**config.mk**
```make
export PLATFORM = sky130hd
export DESIGN_NAME = bcd_adjust
export DESIGN_NICKNAME = d
export VERILOG_FILES = /design/src/rtl/bcd_adjust.sv
export SDC_FILE = /design/constraint.sdc
export NUM_CORES = 1
export LEC_CHECK = 0
export BUFFER_PORTS_ARGS = -buffer_cell sky130_fd_sc_hd__buf_4
export CAP_MARGIN = 20
export CORE_ASPECT_RATIO = 0.9
export CORE_MARGIN = 4
export CORE_UTILIZATION = 45
export DETAILED_ROUTE_END_ITERATION = 8
export GPL_ROUTABILITY_DRIVEN = 1
export PLACE_DENSITY = 0.72
export SLEW_MARGIN = 20
export SYNTH_ARGS = -nofsm -noshare
export SYNTH_HDL_FRONTEND = slang
export SYNTH_SLANG_ARGS = --single-unit
```
**constraint.sdc**
```tcl
create_clock -name clk -period 4 [get_ports clk]
set_input_delay 0.2 -clock clk [delete_from_list [all_inputs] [get_ports clk]]
set_output_delay 0.2 -clock clk [all_outputs]
set_load 0.03 [all_outputs]
```
**src/rtl/bcd_adjust.sv**
```systemverilog
module bcd_adjust (
  input  logic       clk,
  input  logic       rst_n,
  input  logic       in_valid,
  input  logic [7:0] acc_in,
  input  logic       n_in,
  input  logic       h_in,
  input  logic       c_in,
  output logic       out_valid,
  output logic [7:0] acc_out,
  output logic       z_out,
  output logic       n_out,
  output logic       h_out,
  output logic       c_out
);

  logic       lo_fix, hi_fix;
  logic [7:0] corr, res;

  // Range tests look at the original byte, so both use acc_in directly
  assign lo_fix = h_in | (~n_in & (acc_in[3:0] > 4'd9));
  assign hi_fix = c_in | (~n_in & (acc_in > 8'h99));
  assign corr   = {(hi_fix ? 4'h6 : 4'h0), (lo_fix ? 4'h6 : 4'h0)};
  assign res    = n_in ? acc_in - corr : acc_in + corr;

  always_ff @(posedge clk) begin
    if (!rst_n) begin
      out_valid <= 1'b0;
      acc_out   <= 8'h00;
      z_out     <= 1'b0;
      n_out     <= 1'b0;
      h_out     <= 1'b0;
      c_out     <= 1'b0;
    end else begin
      out_valid <= in_valid;
      if (in_valid) begin
        acc_out <= res;
        z_out   <= (res == 8'h00);
        n_out   <= n_in;
        h_out   <= 1'b0;
        c_out   <= hi_fix;
      end
    end
  end

  assert_valid_follows_R2: assert property (@(posedge clk) disable iff (!rst_n)
    in_valid |=> out_valid);
  assert_idle_no_valid_R2: assert property (@(posedge clk) disable iff (!rst_n)
    !in_valid |=> !out_valid);
  assert_hold_when_idle_R3: assert property (@(posedge clk) disable iff (!rst_n)
    !in_valid |=> ($stable(acc_out) && $stable(z_out) && $stable(c_out) && $stable(n_out) && $stable(h_out)));
  assert_half_cleared_R8: assert property (@(posedge clk) disable iff (!rst_n)
    in_valid |=> !h_out);
  assert_n_passthrough_R10: assert property (@(posedge clk) disable iff (!rst_n)
    in_valid |=> (n_out == $past(n_in)));
  assert_sub_carry_kept_R7: assert property (@(posedge clk) disable iff (!rst_n)
    (in_valid && n_in) |=> (c_out == $past(c_in)));
  assert_add_carry_sticky_R5: assert property (@(posedge clk) disable iff (!rst_n)
    (in_valid && !n_in && c_in) |=> c_out);
  assert_sub_no_flags_R6: assert property (@(posedge clk) disable iff (!rst_n)
    (in_valid && n_in && !h_in && !c_in) |=> (acc_out == $past(acc_in)));
  assert_add_in_range_R4: assert property (@(posedge clk) disable iff (!rst_n)
    (in_valid && !n_in && !h_in && !c_in && acc_in[3:0] <= 4'd9 && acc_in <= 8'h99)
      |=> (acc_out == $past(acc_in) && !c_out));
  assert_zero_flag_R9: assert property (@(posedge clk) disable iff (!rst_n)
    out_valid |-> (z_out == (acc_out == 8'h00)));

endmodule

```
Word-level counts from Yosys, hierarchy flattened
Cells that the tools add are included.
Cells by class
  mux-type cells: 3
  bitwise gates (word level): 5
  reductions and logical operators: 1
  order comparisons: 2
  $add $sub $neg: 2
Operators by type and width (count)
  8-bit by 7-bit adder with 8-bit output: 1
  8-bit greater-than comparator, second input constant: 1
  8-bit logical NOT: 1
  8-bit two-way mux: 1
  8-bit by 7-bit subtractor with 8-bit output: 1
  3-bit two-way mux: 2
  4-bit greater-than comparator, second input constant: 1
  1-bit AND: 2
  1-bit bitwise OR: 2
  1-bit NOT: 1
Word-level totals
  logic and storage cells: 18
  bits in registers: 12
  output and inout bits: 13
  bits of input ports: 14

Depth between registers and ports, before layout
  depth in word-level cells: 7
  mapped depth: 13
  gate-level depth less buffers: 13

Least setup slack after synthesis
No wires, ideal clock.
  path type: in2reg
  start: in acc_in[2]
  end: reg z_out
  stages: 13
  setup slack: 1.731 ns
  setup time: 0.084 ns
  data required time: 3.916 ns
  path buffers: 0
  arrival: 2.185 ns
  path through: o21ai_0 -> o21ai_0 -> a31oi_1 -> ha_1 -> nand2_1 -> o21ai_0 -> ha_1 -> nand2_1 -> o21ai_0 -> a21boi_1 -> xnor2_1 -> nand2_1 -> o31ai_2
Between the ends
  longest elaborated chain between the ends: 7
  elaborated cells between the ends (all ways): 12
  those cells by class: add/sub (2); order compare (2); mux (3); bitwise (4); reduce/logical (1)
Ends and longest elaborated chain
  start: declaration: line 5  | input logic [7:0] acc_in,
  8-bit greater-than comparator or 4-bit greater-than comparator (tied branches): line 22, 21
  1-bit AND (on tied branches): line 22, 21
  1-bit bitwise OR (on tied branches): line 22, 21
  3-bit two-way mux: line 23  | assign corr = {(hi_fix ? 4'h6 : 4'h0), (lo_fix ? 4'h6 : 4'h0)};
  8-bit by 7-bit adder with 8-bit output or 8-bit by 7-bit subtractor with 8-bit output (tied branches): line 24  | assign res = n_in ? acc_in - corr : acc_in + corr;
  8-bit two-way mux *: line 24
  8-bit logical NOT *: line 38  | z_out <= (res == 8'h00);
  end signal: assignment: line 38
  end: declaration: line 11  | output logic z_out,
Mark *: on every way between the ends. The rest lies on a longest branch, timed or not.
A chain may end at the register's enable or synchronous reset.

Final worst setup path
Ends and elaborated chain as after synthesis.

==> tab_implementation.tex <==
\begin{tabular}{lr}
\hline
Metric & Value \\
\hline
\multicolumn{2}{l}{\textbf{Outcome}} \\
\quad Result of the run & completed \\
\multicolumn{2}{l}{\textbf{Finish}} \\
\quad Ant. Diodes & 0 \\
\quad Number of fillers in the final layout & 166 \\
\quad Number of nets in the layout & 145 \\
\quad Proportion of layout cells with a drive suffix above 1 & 27.50\% \\
\quad Area Growth Syn to Fin & 25.93\% \\
\quad Final std cell area, no fill & 1064 um2 \\
\multicolumn{2}{l}{\textbf{CTS}} \\
\quad Sinks on the clock net & 12 \\
\quad Clock latency on the worst-skew pair & 0.27 ns \\
\quad Clock slew at reported path FFs & 0.07 ns \\
\quad Cells resized by post-CTS repair & 0 \\
\quad Number of buffers created by CTS & 3 \\
\quad Clock buffer depth & 2 \\
\quad Clock root buffer & clkbuf\_4 \\
\quad Buffer count from post-CTS setup fixing & 0 \\
\quad Cts hold-fix bufs & 0 \\
\quad TritonCTS clock tree & built \\
\quad CTS HTree Levels & 1 \\
\multicolumn{2}{l}{\textbf{Timing}} \\
\quad \# setup viols final & 0 \\
\quad Final-report hold violation count & 0 \\
\quad Max Clock Skew & 0 ns \\
\quad Setup repair after global routing missed its margin & false \\
\quad Worst Slack Setup Final & 1.695 ns \\
\quad Final worst path period need & 2.305 ns \\
\quad Setup\_tns & 0 ns \\
\quad Highest achievable clock rate & 433.8 MHz \\
\quad Final number of max-transition violations & 0 \\
\quad Portion of the clock cycle consumed by the worst path in the final layout & 57.63\% \\
\multicolumn{2}{l}{\textbf{Setup path}} \\
\quad Biggest fanout along the worst timing path & 5 \\
\quad Critical path data arrival time & 2.50 ns \\
\quad Cells on worst reg2reg path & 2 \\
\quad Element type at the critical path end & register \\
\quad Startpoint of the lowest-slack register-to-register path & acc\_out[3] \\
\quad Setup Crit Path Kind & input port to register \\
\quad Slack of the worst reg-to-reg path & 3.38 ns \\
\quad Worst setup SP type & input port \\
\quad Required time of the worst setup path & 4.20 ns \\
\quad Worst reg2reg endpoint & acc\_out[3] \\
\multicolumn{2}{l}{\textbf{Global route}} \\
\quad Via count of the first global-routing pass & 691 \\
\quad Total track usage & 14.86\% \\
\quad Number of antenna violations at the first check in global routing & 0 \\
\quad Wire length of the first global-routing pass & 2.911 mm \\
\quad Total congestion overflow & 0 \\
\quad Pin count of the biggest net entering global routing & 16 \\
\multicolumn{2}{l}{\textbf{Pwr}} \\
\quad Maximum ir drop on the vdd rail & 256.3 uV \\
\quad Share of total power in combinational logic & 41.4\% \\
\quad Internal power of the cells & 228.3 uW \\
\quad Leakage & 0.5224 nW \\
\quad Power per Cell Area & 334.2 nW/um2 \\
\quad Fraction of power consumed by sequential logic & 38.3\% \\
\quad Sw Share & 35.78\% \\
\quad Clock network power share & 20.3\% \\
\quad Sw Pwr & 127.2 uW \\
\quad Total Power & 355.5 uW \\
\multicolumn{2}{l}{\textbf{Synth}} \\
\quad Number of different library cells in the post-synthesis netlist & 31 \\
\quad Post-synthesis sequential area ratio & 28.44\% \\
\quad Mean Syn Cell Area & 8.798 um2 \\
\quad Cells after synthesis & 96 \\
\quad Post-Synthesis Net Count & 119 \\
\quad Area of the mapped netlist & 844.6 um2 \\
\quad Synthesis-stage register bit count & 12 \\
\quad Count of warnings emitted by yosys & 0 \\
\multicolumn{2}{l}{\textbf{Drt}} \\
\quad Iteration-0 DRC count of the detailed router & 9 \\
\quad Count of antenna-violating nets left after detailed routing & 0 \\
\quad Routed vias & 724 \\
\quad Detail-routed via count per cell & 5.028 \\
\quad Detailed Route WL & 1.816 mm \\
\quad Count of unresolved DRC violations after routing & 0 \\
\quad Total iterations of the first detailed-routing run & 2 \\
\quad Mean routed wirelength per cell & 12.61 um \\
\multicolumn{2}{l}{\textbf{Floorplan}} \\
\quad I/O pin cnt & 27 \\
\quad Die Width & 53.67 um \\
\quad Core Area & 1717 um2 \\
\quad Die ar. & 2635 um2 \\
\quad Height of the chip & 49.10 um \\
\quad Initial core utilization & 49.20\% \\
\quad Number of rows created at floorplan & 14 \\
\multicolumn{2}{l}{\textbf{Place}} \\
\quad GP Congestion & 0.7438 \\
\quad Placed wire-length estimate after detailed placement & 1.502 mm \\
\quad Placement-stage worst setup slack & 1.402 ns \\
\quad Count of input and output buffers & 25 \\
\quad Placed cell areas & 1041 um2 \\
\multicolumn{2}{l}{\textbf{Worst hold path}} \\
\quad Hold Path Cell Cnt & 3 \\
\quad Launch instance of the worst min-delay path & acc\_in[0] \\
\quad Hold worst-path end & acc\_out[0] \\
\quad Hold WC Path Type & input port to register \\
\multicolumn{2}{l}{\textbf{Job}} \\
\quad Number of violations of the max-capacitance limit & 0 \\
\hline
\end{tabular}
==> power by group through the flow <==
stage	logic, mW	clock network (mW)	registers, mW
final	0.147	0.0723	0.136
after CTS	0.149	0.0748	0.136
after global placement	0.146	0	0.138
after global routing	0.161	0.0802	0.138
after floorplan	0.0825	0	0.160
after detailed placement	0.148	0	0.139
==> worst max-delay path, cell delays in order <==
cell and delay, ns:
buf_4 0.11, o21ai_0 0.21, o21ai_0 0.10, a31oi_1 0.27, ha_1 0.28, nand2_1 0.06
o21ai_0 0.09, ha_1 0.38, nand2_1 0.06, o21ai_0 0.13, a21boi_1 0.20, xnor2_1 0.16
nand2_1 0.09, o31ai_2 0.16
==> sequential cells by signal, summed over array words and instances (netlist names) <==
name and flops:
z_out 1, c_out 1, acc_out 8, out_valid 1
n_out 1
==> metrics by stage <==
step	util, %	instances	hold slack (ns)
after floorplan	-	96	0.3282
after global placement	60.64	141	0.4631
after detailed placement	60.64	141	0.4768
after CTS	61.95	144	0.2015
after global routing	61.95	144	0.2382
final	61.95	144	0.2079
==> cells in the mapped netlist <==
library cell / count / area share (%)
a2111o_1: 1 / 1.3
a21boi_1: 1 / 0.89
a21oi_1: 2 / 1.2
a21oi_2: 1 / 1.0
a31oi_1: 2 / 1.5
and2_1: 2 / 1.5
buf_2: 2 / 1.2
buf_4: 1 / 0.89
clkbuf_1: 1 / 0.44
conb_1: 1 / 0.44
dfxtp_1: 12 / 28
ha_1: 9 / 13
inv_1: 7 / 3.1
mux2i_1: 8 / 9.5
nand2_1: 8 / 3.6
nand2b_1: 1 / 0.74
nand3b_1: 2 / 1.8
nand4_1: 1 / 0.74
nor2_1: 6 / 2.7
nor2_2: 1 / 0.74
nor2b_1: 7 / 5.2
nor3_1: 1 / 0.59
nor4_2: 1 / 1.5
o2111ai_2: 1 / 1.8
o211a_1: 3 / 3.6
o21a_1: 1 / 0.89
o21ai_0: 5 / 3.0
o21bai_1: 1 / 0.89
o31ai_2: 1 / 1.5
xnor2_1: 5 / 5.2
xor2_1: 1 / 1.0
==> worst max path at each step <==
stage | start | to | slack [ns]
6_report | acc_in[2] | z_out | 1.69
5_1_grt | acc_in[2] | z_out | 1.45
4_1_cts | acc_in[2] | z_out | 1.68
3_5_place_dp | acc_in[2] | z_out | 1.40
3_3_place_gp | acc_in[2] | z_out | 1.46
2_1_floorplan | acc_in[2] | z_out | 1.73
==> cell type report <==
class | count | area, um2 | share of cell area [%]
multi-input cells | 73 | 556.8 | 52.35
flip-flops and latches | 12 | 240.2 | 22.59
repair buffers | 25 | 187.7 | 17.65
well taps | 24 | 30.03 | 2.824
inverters | 7 | 26.28 | 2.471
clock buffers | 3 | 22.52 | 2.118
==> metal layers <==
layer	GRT usage [%]	part of all wire, %	vias up
met4	6.383	1.2	0
met5	0	0	-
met1	17.71	44	328
li1	-	-	377
met2	23.39	48	17
met3	5.199	6.3	2
==> cell usage in the layout, fill, tap and decap left out, types with 2 or more instances in the layout <==
cell and count:
a21oi_1 2, a31oi_1 2, and2_1 2, buf_4 25
clkbuf_4 3, dfxtp_1 12, ha_1 9, inv_1 7
mux2i_1 8, nand2_1 8, nand3b_1 2, nor2_1 6
nor2b_1 7, o211a_1 3, o21ai_0 5, xnor2_1 5
==> logic make-up (layout without fill, tap and decap cells) <==
kind of cell	after synthesis	count (layout)	synth area share, %
buffers and inverters	11	35	5.630
other	1	1	0.4440
DFF	12	12	28.44
xor gates and xnor gates	6	6	6.222
and+or+nand+nor	30	30	18.96
AOI/OAI and AO/OA	19	19	17.48
adders and majority gates	9	9	13.33
muxes	8	8	9.482
(Power assumes the default switching activity.)
